<file path="src/rtl/gpio_rmw_pkg.sv">
package gpio_rmw_pkg;

  // Sequencer phases of the bit-manipulation unit
  typedef enum logic {
    SEQ_IDLE  = 1'b0,
    SEQ_WRITE = 1'b1
  } seq_state_e;

  // Register selects for plain writes and read-back
  localparam logic REG_DATA = 1'b0;
  localparam logic REG_DIR  = 1'b1;

endpackage

</file>
<file path="src/rtl/gpio_pad_sync.sv">
module gpio_pad_sync #(
  parameter int WIDTH  = 8,
  parameter int STAGES = 2
) (
  input  logic             clk,
  input  logic             rst_n,
  input  logic [WIDTH-1:0] pad_in,
  output logic [WIDTH-1:0] pin_sync
);

  logic [WIDTH-1:0] chain [STAGES];

  for (genvar g = 0; g < STAGES; g++) begin : g_stage
    if (g == 0) begin : g_first
      always_ff @(posedge clk or negedge rst_n) begin
        if (!rst_n) chain[g] <= '0;
        else        chain[g] <= pad_in;
      end
    end else begin : g_next
      always_ff @(posedge clk or negedge rst_n) begin
        if (!rst_n) chain[g] <= '0;
        else        chain[g] <= chain[g-1];
      end
    end
  end

  assign pin_sync = chain[STAGES-1];

endmodule

</file>
<file path="src/rtl/gpio_port_regs.sv">
module gpio_port_regs
  import gpio_rmw_pkg::*;
#(
  parameter int WIDTH = 8
) (
  input  logic             clk,
  input  logic             rst_n,
  input  logic             wr_en,
  input  logic             wr_addr,
  input  logic [WIDTH-1:0] wr_data,
  input  logic             wr_block,   // bit operation owns the data register
  input  logic             wb_en,      // write-back from the sequencer
  input  logic [WIDTH-1:0] wb_data,
  output logic [WIDTH-1:0] data_q,
  output logic [WIDTH-1:0] dir_q
);

  logic data_plain_we;
  logic dir_we;

  assign data_plain_we = wr_en && (wr_addr == REG_DATA) && !wr_block;
  assign dir_we        = wr_en && (wr_addr == REG_DIR);

  always_ff @(posedge clk or negedge rst_n) begin
    if (!rst_n) begin
      data_q <= '0;
    end else if (wb_en) begin
      data_q <= wb_data;
    end else if (data_plain_we) begin
      data_q <= wr_data;
    end
  end

  always_ff @(posedge clk or negedge rst_n) begin
    if (!rst_n)      dir_q <= '0;
    else if (dir_we) dir_q <= wr_data;
  end

endmodule

</file>
<file path="src/rtl/gpio_read_mux.sv">
module gpio_read_mux
  import gpio_rmw_pkg::*;
#(
  parameter int WIDTH = 8
) (
  input  logic [WIDTH-1:0] dir_q,
  input  logic [WIDTH-1:0] data_q,
  input  logic [WIDTH-1:0] pin_sync,
  input  logic             rd_sel,
  output logic [WIDTH-1:0] port_val,
  output logic [WIDTH-1:0] rd_data
);

  // Per pin: outputs read back latched data, inputs read the pad
  for (genvar g = 0; g < WIDTH; g++) begin : g_bit
    assign port_val[g] = dir_q[g] ? data_q[g] : pin_sync[g];
  end

  always_comb begin
    rd_data = port_val;
    if (rd_sel == REG_DIR) rd_data = dir_q;
  end

endmodule

</file>
<file path="src/rtl/gpio_bitop_seq.sv">
module gpio_bitop_seq
  import gpio_rmw_pkg::*;
#(
  parameter int WIDTH = 8,
  parameter int BIT_W = $clog2(WIDTH)
) (
  input  logic             clk,
  input  logic             rst_n,
  input  logic [WIDTH-1:0] port_val,
  input  logic             bop_valid,
  input  logic             bop_set,
  input  logic [BIT_W-1:0] bop_bit,
  output logic             bop_ready,
  output logic             busy,
  output logic             accept,
  output logic             wb_en,
  output logic [WIDTH-1:0] wb_data
);

  seq_state_e       state_q;
  logic [WIDTH-1:0] pend_q;
  logic [WIDTH-1:0] modified;

  // Read/modify: the live port byte with one bit forced
  always_comb begin
    modified = port_val;
    for (int i = 0; i < WIDTH; i++) begin
      if (bop_bit == BIT_W'(i)) modified[i] = bop_set;
    end
  end

  assign bop_ready = (state_q == SEQ_IDLE);
  assign busy      = (state_q == SEQ_WRITE);
  assign accept    = bop_valid && bop_ready;
  assign wb_en     = busy;
  assign wb_data   = pend_q;

  always_ff @(posedge clk or negedge rst_n) begin
    if (!rst_n) begin
      state_q <= SEQ_IDLE;
      pend_q  <= '0;
    end else begin
      unique case (state_q)
        SEQ_IDLE: if (accept) begin
          pend_q  <= modified;
          state_q <= SEQ_WRITE;
        end
        SEQ_WRITE: state_q <= SEQ_IDLE;
        default:   state_q <= SEQ_IDLE;
      endcase
    end
  end

endmodule

</file>
<file path="src/rtl/gpio_rmw_port.sv">
module gpio_rmw_port
  import gpio_rmw_pkg::*;
#(
  parameter int WIDTH       = 8,
  parameter int SYNC_STAGES = 2
) (
  input  logic                     clk,
  input  logic                     rst_n,
  input  logic [WIDTH-1:0]         pad_in,
  output logic [WIDTH-1:0]         pad_out,
  output logic [WIDTH-1:0]         pad_oe,
  input  logic                     wr_en,
  input  logic                     wr_addr,
  input  logic [WIDTH-1:0]         wr_data,
  input  logic                     rd_sel,
  output logic [WIDTH-1:0]         rd_data,
  input  logic                     bop_valid,
  output logic                     bop_ready,
  input  logic                     bop_set,
  input  logic [$clog2(WIDTH)-1:0] bop_bit,
  output logic                     busy
);

  localparam int BIT_W = $clog2(WIDTH);

  logic [WIDTH-1:0] pin_sync;
  logic [WIDTH-1:0] data_q;
  logic [WIDTH-1:0] dir_q;
  logic [WIDTH-1:0] port_val;
  logic [WIDTH-1:0] wb_data;
  logic             wb_en;
  logic             accept;

  gpio_pad_sync #(.WIDTH(WIDTH), .STAGES(SYNC_STAGES)) u_sync (
    .clk      (clk),
    .rst_n    (rst_n),
    .pad_in   (pad_in),
    .pin_sync (pin_sync)
  );

  gpio_port_regs #(.WIDTH(WIDTH)) u_regs (
    .clk      (clk),
    .rst_n    (rst_n),
    .wr_en    (wr_en),
    .wr_addr  (wr_addr),
    .wr_data  (wr_data),
    .wr_block (accept | busy),
    .wb_en    (wb_en),
    .wb_data  (wb_data),
    .data_q   (data_q),
    .dir_q    (dir_q)
  );

  gpio_read_mux #(.WIDTH(WIDTH)) u_rmux (
    .dir_q    (dir_q),
    .data_q   (data_q),
    .pin_sync (pin_sync),
    .rd_sel   (rd_sel),
    .port_val (port_val),
    .rd_data  (rd_data)
  );

  gpio_bitop_seq #(.WIDTH(WIDTH), .BIT_W(BIT_W)) u_seq (
    .clk       (clk),
    .rst_n     (rst_n),
    .port_val  (port_val),
    .bop_valid (bop_valid),
    .bop_set   (bop_set),
    .bop_bit   (bop_bit),
    .bop_ready (bop_ready),
    .busy      (busy),
    .accept    (accept),
    .wb_en     (wb_en),
    .wb_data   (wb_data)
  );

  // Pad drive: value always presented, enable follows direction
  assign pad_out = data_q;
  assign pad_oe  = dir_q;

endmodule

</file>
<file path="config.mk">
export PLATFORM = sky130hd
export DESIGN_NAME = gpio_rmw_port
export DESIGN_NICKNAME = d
export VERILOG_FILES = /design/src/rtl/gpio_rmw_pkg.sv /design/src/rtl/gpio_pad_sync.sv /design/src/rtl/gpio_port_regs.sv /design/src/rtl/gpio_read_mux.sv /design/src/rtl/gpio_bitop_seq.sv /design/src/rtl/gpio_rmw_port.sv
export SDC_FILE = /design/constraint.sdc
export NUM_CORES = 1
export LEC_CHECK = 0
export ABC_CLOCK_PERIOD_IN_PS = 2500
export BUFFER_PORTS_ARGS = -buffer_cell sky130_fd_sc_hd__buf_2
export CORE_UTILIZATION = 38
export CTS_CLUSTER_SIZE = 12
export DETAILED_ROUTE_END_ITERATION = 12
export SLEW_MARGIN = 20
export SYNTH_ARGS = -nofsm -noshare
export SYNTH_HDL_FRONTEND = slang
export SYNTH_SLANG_ARGS = --single-unit
</file>
<file path="constraint.sdc">
create_clock -name clk -period 2.5 [get_ports clk]
set_clock_uncertainty 0.2 [all_clocks]
set_input_delay 0.5 -clock clk [delete_from_list [all_inputs] [get_ports clk]]
set_output_delay 0.5 -clock clk [all_outputs]
set_load 0.03 [all_outputs]
</file>
# Yosys cells after proc, flatten, opt, wreduce, memory -nomap -nowiden
# Cells that the tools add are included.
# word_totals
register_bits,41
input_bits,26
output_inout_bits,26
word_cells,45
# classes
eq_ne,7
muxes,21
n_bitwise,3
reduce_logical,8
# ops
operator,count
8-bit two-way mux,3
1-bit two-way mux,17
3-bit == test (second input constant),4
3-bit by 2-bit == test with 1-bit output (second input constant),2
1-bit logical AND,4
3-bit by 1-bit == test with 1-bit output (second input constant),1
3-bit zero test,1
1-bit NOT,2
1-bit one-hot mux with 2 select lines,1
2-bit AND reduction,1
2-bit nonzero test,1
1-bit zero test,1
1-bit bitwise OR,1

# Longest topological paths before layout
# depth
ltp_word,7
ltp_mapped,4
depth_no_buf,3

# By module
# From an unflattened synthesis, not the netlist that was laid out.
# unflattened
cells_unflattened,174
area_unflattened_um2,1860.5
# modules_own_cells
module,instances,cells_each,area_each_um2,seq_area_each_um2
gpio_port_regs,1,61,699.4,400.4
gpio_bitop_seq,1,47,478.0,225.2
gpio_pad_sync,1,24,460.4,400.4
gpio_read_mux,1,41,216.5,0.0
gpio_rmw_port,1,1,6.3,0.0

# Least setup slack after synthesis
# Ideal clock, no wire load.
# synth_timing
kind,flip-flop to output port
start,register u_regs.dir_q[0]
end,output port rd_data[0]
arrival_ps,1234
required_ps,1800
setup_slack_ps,566
path_stages_with_launch,3
n_path_buf,0
path_cell_list,dfrtp_1 -> mux2_2 -> mux2_2
# synth_between
elab_chain_cells,2
# synth_rtl
item,line_no,source
from (decl),gpio_port_regs.sv:15,output logic [WIDTH-1:0] dir_q
from (signal assigned),gpio_port_regs.sv:36,else if (dir_we) dir_q <= wr_data;
1-bit two-way mux,gpio_read_mux.sv:16,assign port_val[g] = dir_q[g] ? data_q[g] : pin_sync[g];
8-bit two-way mux (*),gpio_read_mux.sv:21,if (rd_sel == REG_DIR) rd_data = dir_q;
to (decl),gpio_rmw_port.sv:16,"output logic [WIDTH-1:0] rd_data,"
# Mark *: on every way between the ends. The rest lies on a longest branch, timed or not.

# Worst setup path in the final report
# layout_timing
start,register u_regs.dir_q[5]
end,output port rd_data[5]
# Same word-level chain as after synthesis.

==> results.py <==
metrics = {
    "status": {
        "status": "finished, violations left",
        "violations": "design-rule violations",
    },
    "detailed_routing": {
        "met2_length_mm": 1.67,
        "dr_wl_met3_um": 206,
        "ant_nets": 0,
        "highest_layer": "met4",
        "drc": 10,
        "firstDrtPassIters": 8,
        "drt_iter0_markers": 40,
        "via_count": 1149,
        "wl_per_cell_um": 15.3,
        "routed_wl_mm": 3.51,
        "wl_met1_mm": 1.59,
        "vias_per_cell": 5.00,
    },
    "place": {
        "place_hpwl_mm": 2.45,
        "globalplace.congestion": 0.741,
        "dpl.cell_count": 222,
        "pre_cts_ws_ns": 0.483,
        "portBuffers": 51,
    },
    "global_route": {
        "overflow": 0,
        "grt_max_degree": 42,
        "grt_pass1_wl_mm": 5.66,
        "antenna_found_initial": 0,
        "grtUsageTotal_pct": 15.1,
        "first_global_vias": 1198,
    },
    "final_layout": {
        "area.sequential_um2": 1030,
        "drive_above_1_share_pct": 53.9,
        "mostFrequentLayoutCells": "buf_2, dfrtp_1, mux2_2, nand2_1",
        "synthToLayoutAreaGrowth_pct": 20.9,
        "nNetsFinal": 203,
        "multi_input_area_um2": 733,
        "diodes": 0,
        "fin_util_pct": 48.8,
        "fin_cells": 230,
        "fill_cells": 397,
        "final_common_cell": "buf_2",
    },
    "timing": {
        "finalCritPeriodShare_pct": 87.3,
        "period_minus_slack_ns": 2.18,
        "slew_viol_final": 0,
        "setup_viol": 0,
        "hold_viol_final": 0,
        "final.setup.tns_ns": 0,
        "timing.final.ws_setup_ns": 0.317,
        "rsz0062_at_grt": "no",
        "relSlewSlack_pct": 40.6,
        "tightest_slew_ns": 0.891,
        "fmax_ghz": 0.458,
    },
    "worst_setup_path": {
        "cp_slowest_stage_delay_ns": 0.41,
        "crit_required_ns": 1.80,
        "critPathKind": "flop to primary output",
        "arrival_ns": 1.48,
        "setup.worst_path.start_class": "flop",
        "end_kind": "primary output",
        "crit_slowest_cell": "dfrtp_1",
        "worstPathMaxFanout": 4,
        "crit_chain": "mux2_1 > mux2_2 > buf_2",
    },
    "clock_network": {
        "cts_made_buffers": 5,
        "cts_tree": "built",
        "insertion_delay_ns": 0.28,
        "clockBufferDepth": 2,
        "cts.repair.resized": 0,
        "clock_sinks": 41,
        "postCtsSetupBuffers": 0,
        "ctsHoldBuffers": 0,
        "path_clk_slew_ns": 0.07,
        "htreeDepth": 2,
        "clock_tree.root_cell": "clkbuf_8",
    },
    "power_and_ir_drop": {
        "p_clk_share_pct": 23.2,
        "p_leak_nw": 1.03,
        "p_sw_uw": 562,
        "pwr-share-comb_pct": 29.1,
        "power_frac_seq_pct": 47.7,
        "power.internal_mw": 1.16,
        "p_per_area_nw_per_um2": 794,
        "ir_worst_vdd_mv": 0.385,
        "p_sw_share_pct": 32.7,
    },
    "die": {
        "initial_core_util_pct": 40.3,
        "row_count": 24,
        "num_io_pins": 52,
        "die-width_um": 70.7,
        "core-area_um2": 4440,
        "die_h_um": 70.7,
        "die_area_um2": 5000,
    },
    "min_path": {
        "hp-class": "primary input to flop",
    },
    "synthesis": {
        "synth_seq_cells": 41,
        "yosys_warnings": 0,
        "ys_seq_area_share_pct": 57.2,
        "syn_area_um2": 1790,
        "syn_avg_cell_area_um2": 14.6,
        "synth_area_leaders": "dfrtp_1, mux2_2, mux2_4, mux2i_1, mux2_1",
        "syn_nets": 149,
        "netlist_instances": 123,
        "synth_top_area_share_pct": 57.2,
        "netlist-cell-type-count": 18,
        "yosysTopAreaCell": "dfrtp_1",
    },
    "flow_run": {
        "maxCapViolCount": 0,
    },
}
==> power groups by stage <==
stage	logic [mW]	registers, mW	clock network, mW
floorplan	0.261	0.919	0
global placement	0.495	0.826	0
detailed placement	0.507	0.834	0
CTS	0.508	0.821	0.420
global route	0.534	0.835	0.454
finish	0.501	0.822	0.399
==> worst max-delay path: cells and delay by family, from the launching register on <==
family,cells,cell delay (ns)
buf+inv,1,0.18
flops,1,0.41
mux,2,0.62
==> through the flow <==
step	instance area, um2	total power [mW]	hold WS (ns)
2_1_floorplan	1790	1.18	0.00441
3_3_place_gp	2090	1.32	0.132
3_5_place_dp	2090	1.34	0.136
4_1_cts	2170	1.75	0.106
5_1_grt	2170	1.82	0.0984
6_report	2170	1.72	0.117
==> cell usage after synthesis <==
library cell  instances
buf_2                 3
a21oi_4               1
buf_6                 1
mux2_2               27
nor3b_2               3
nor2_1                1
o21ai_0               3
nand2_1               9
mux2_1                5
o21ai_1               5
inv_1                 2
nand3_1               1
mux2_4                8
nand2b_2              1
dfrtp_1              41
nor3_1                1
mux2i_1               8
nand3b_1              3
==> layout make-up <==
type                       count  share of cell area [%]
clock buffer                   8                    3.70
inverter                       2                   0.346
multi-input combinational     76                    33.8
sequential                    41                    47.3
tap                           52                    3.00
timing repair buffer          51                    11.8
==> routing by layer <==
metal | up-vias | GRT usage, %
met5 | - | 0
met4 | 0 | 5.11
met2 | 38 | 25.1
met1 | 561 | 18.8
met3 | 6 | 4.70
li1 | 544 | -
==> cells by family (layout without fill, tap and decap cells) <==
logic type	Yosys count	in the layout	synth area share (%)
compound gates	9	9	3.14
mux	48	48	31.3
simple gates	19	19	6.49
buf+inv	6	61	1.88
flops	41	41	57.2
==> path summary, 6_finish.rpt <==
check                                      from                  to  slack [ns]  cells after the start
worst max-delay path            u_regs.dir_q[5]          rd_data[5]        0.32                      3
worst min-delay path                  pad_in[3]    u_sync.chain[11]        0.12                      1
worst max register to register       u_seq.busy    u_regs.data_q[0]        0.70                      2
worst min register to register  u_sync.chain[8]  u_sync.pin_sync[0]        0.15                      0
max in group asynchronous                 rst_n    u_regs.data_q[2]        1.41                      1
min in group asynchronous                 rst_n  u_sync.pin_sync[5]        0.14                      1
==> flip-flops by register name, summed over array words and instances, names as in the netlist <==
register	flops
u_regs.data_q	8
u_regs.dir_q	8
u_seq.wb_data	8
u_sync.chain	8
u_sync.pin_sync	8
u_seq.busy	1
No activity file was read; power rests on OpenSTA's default activity.
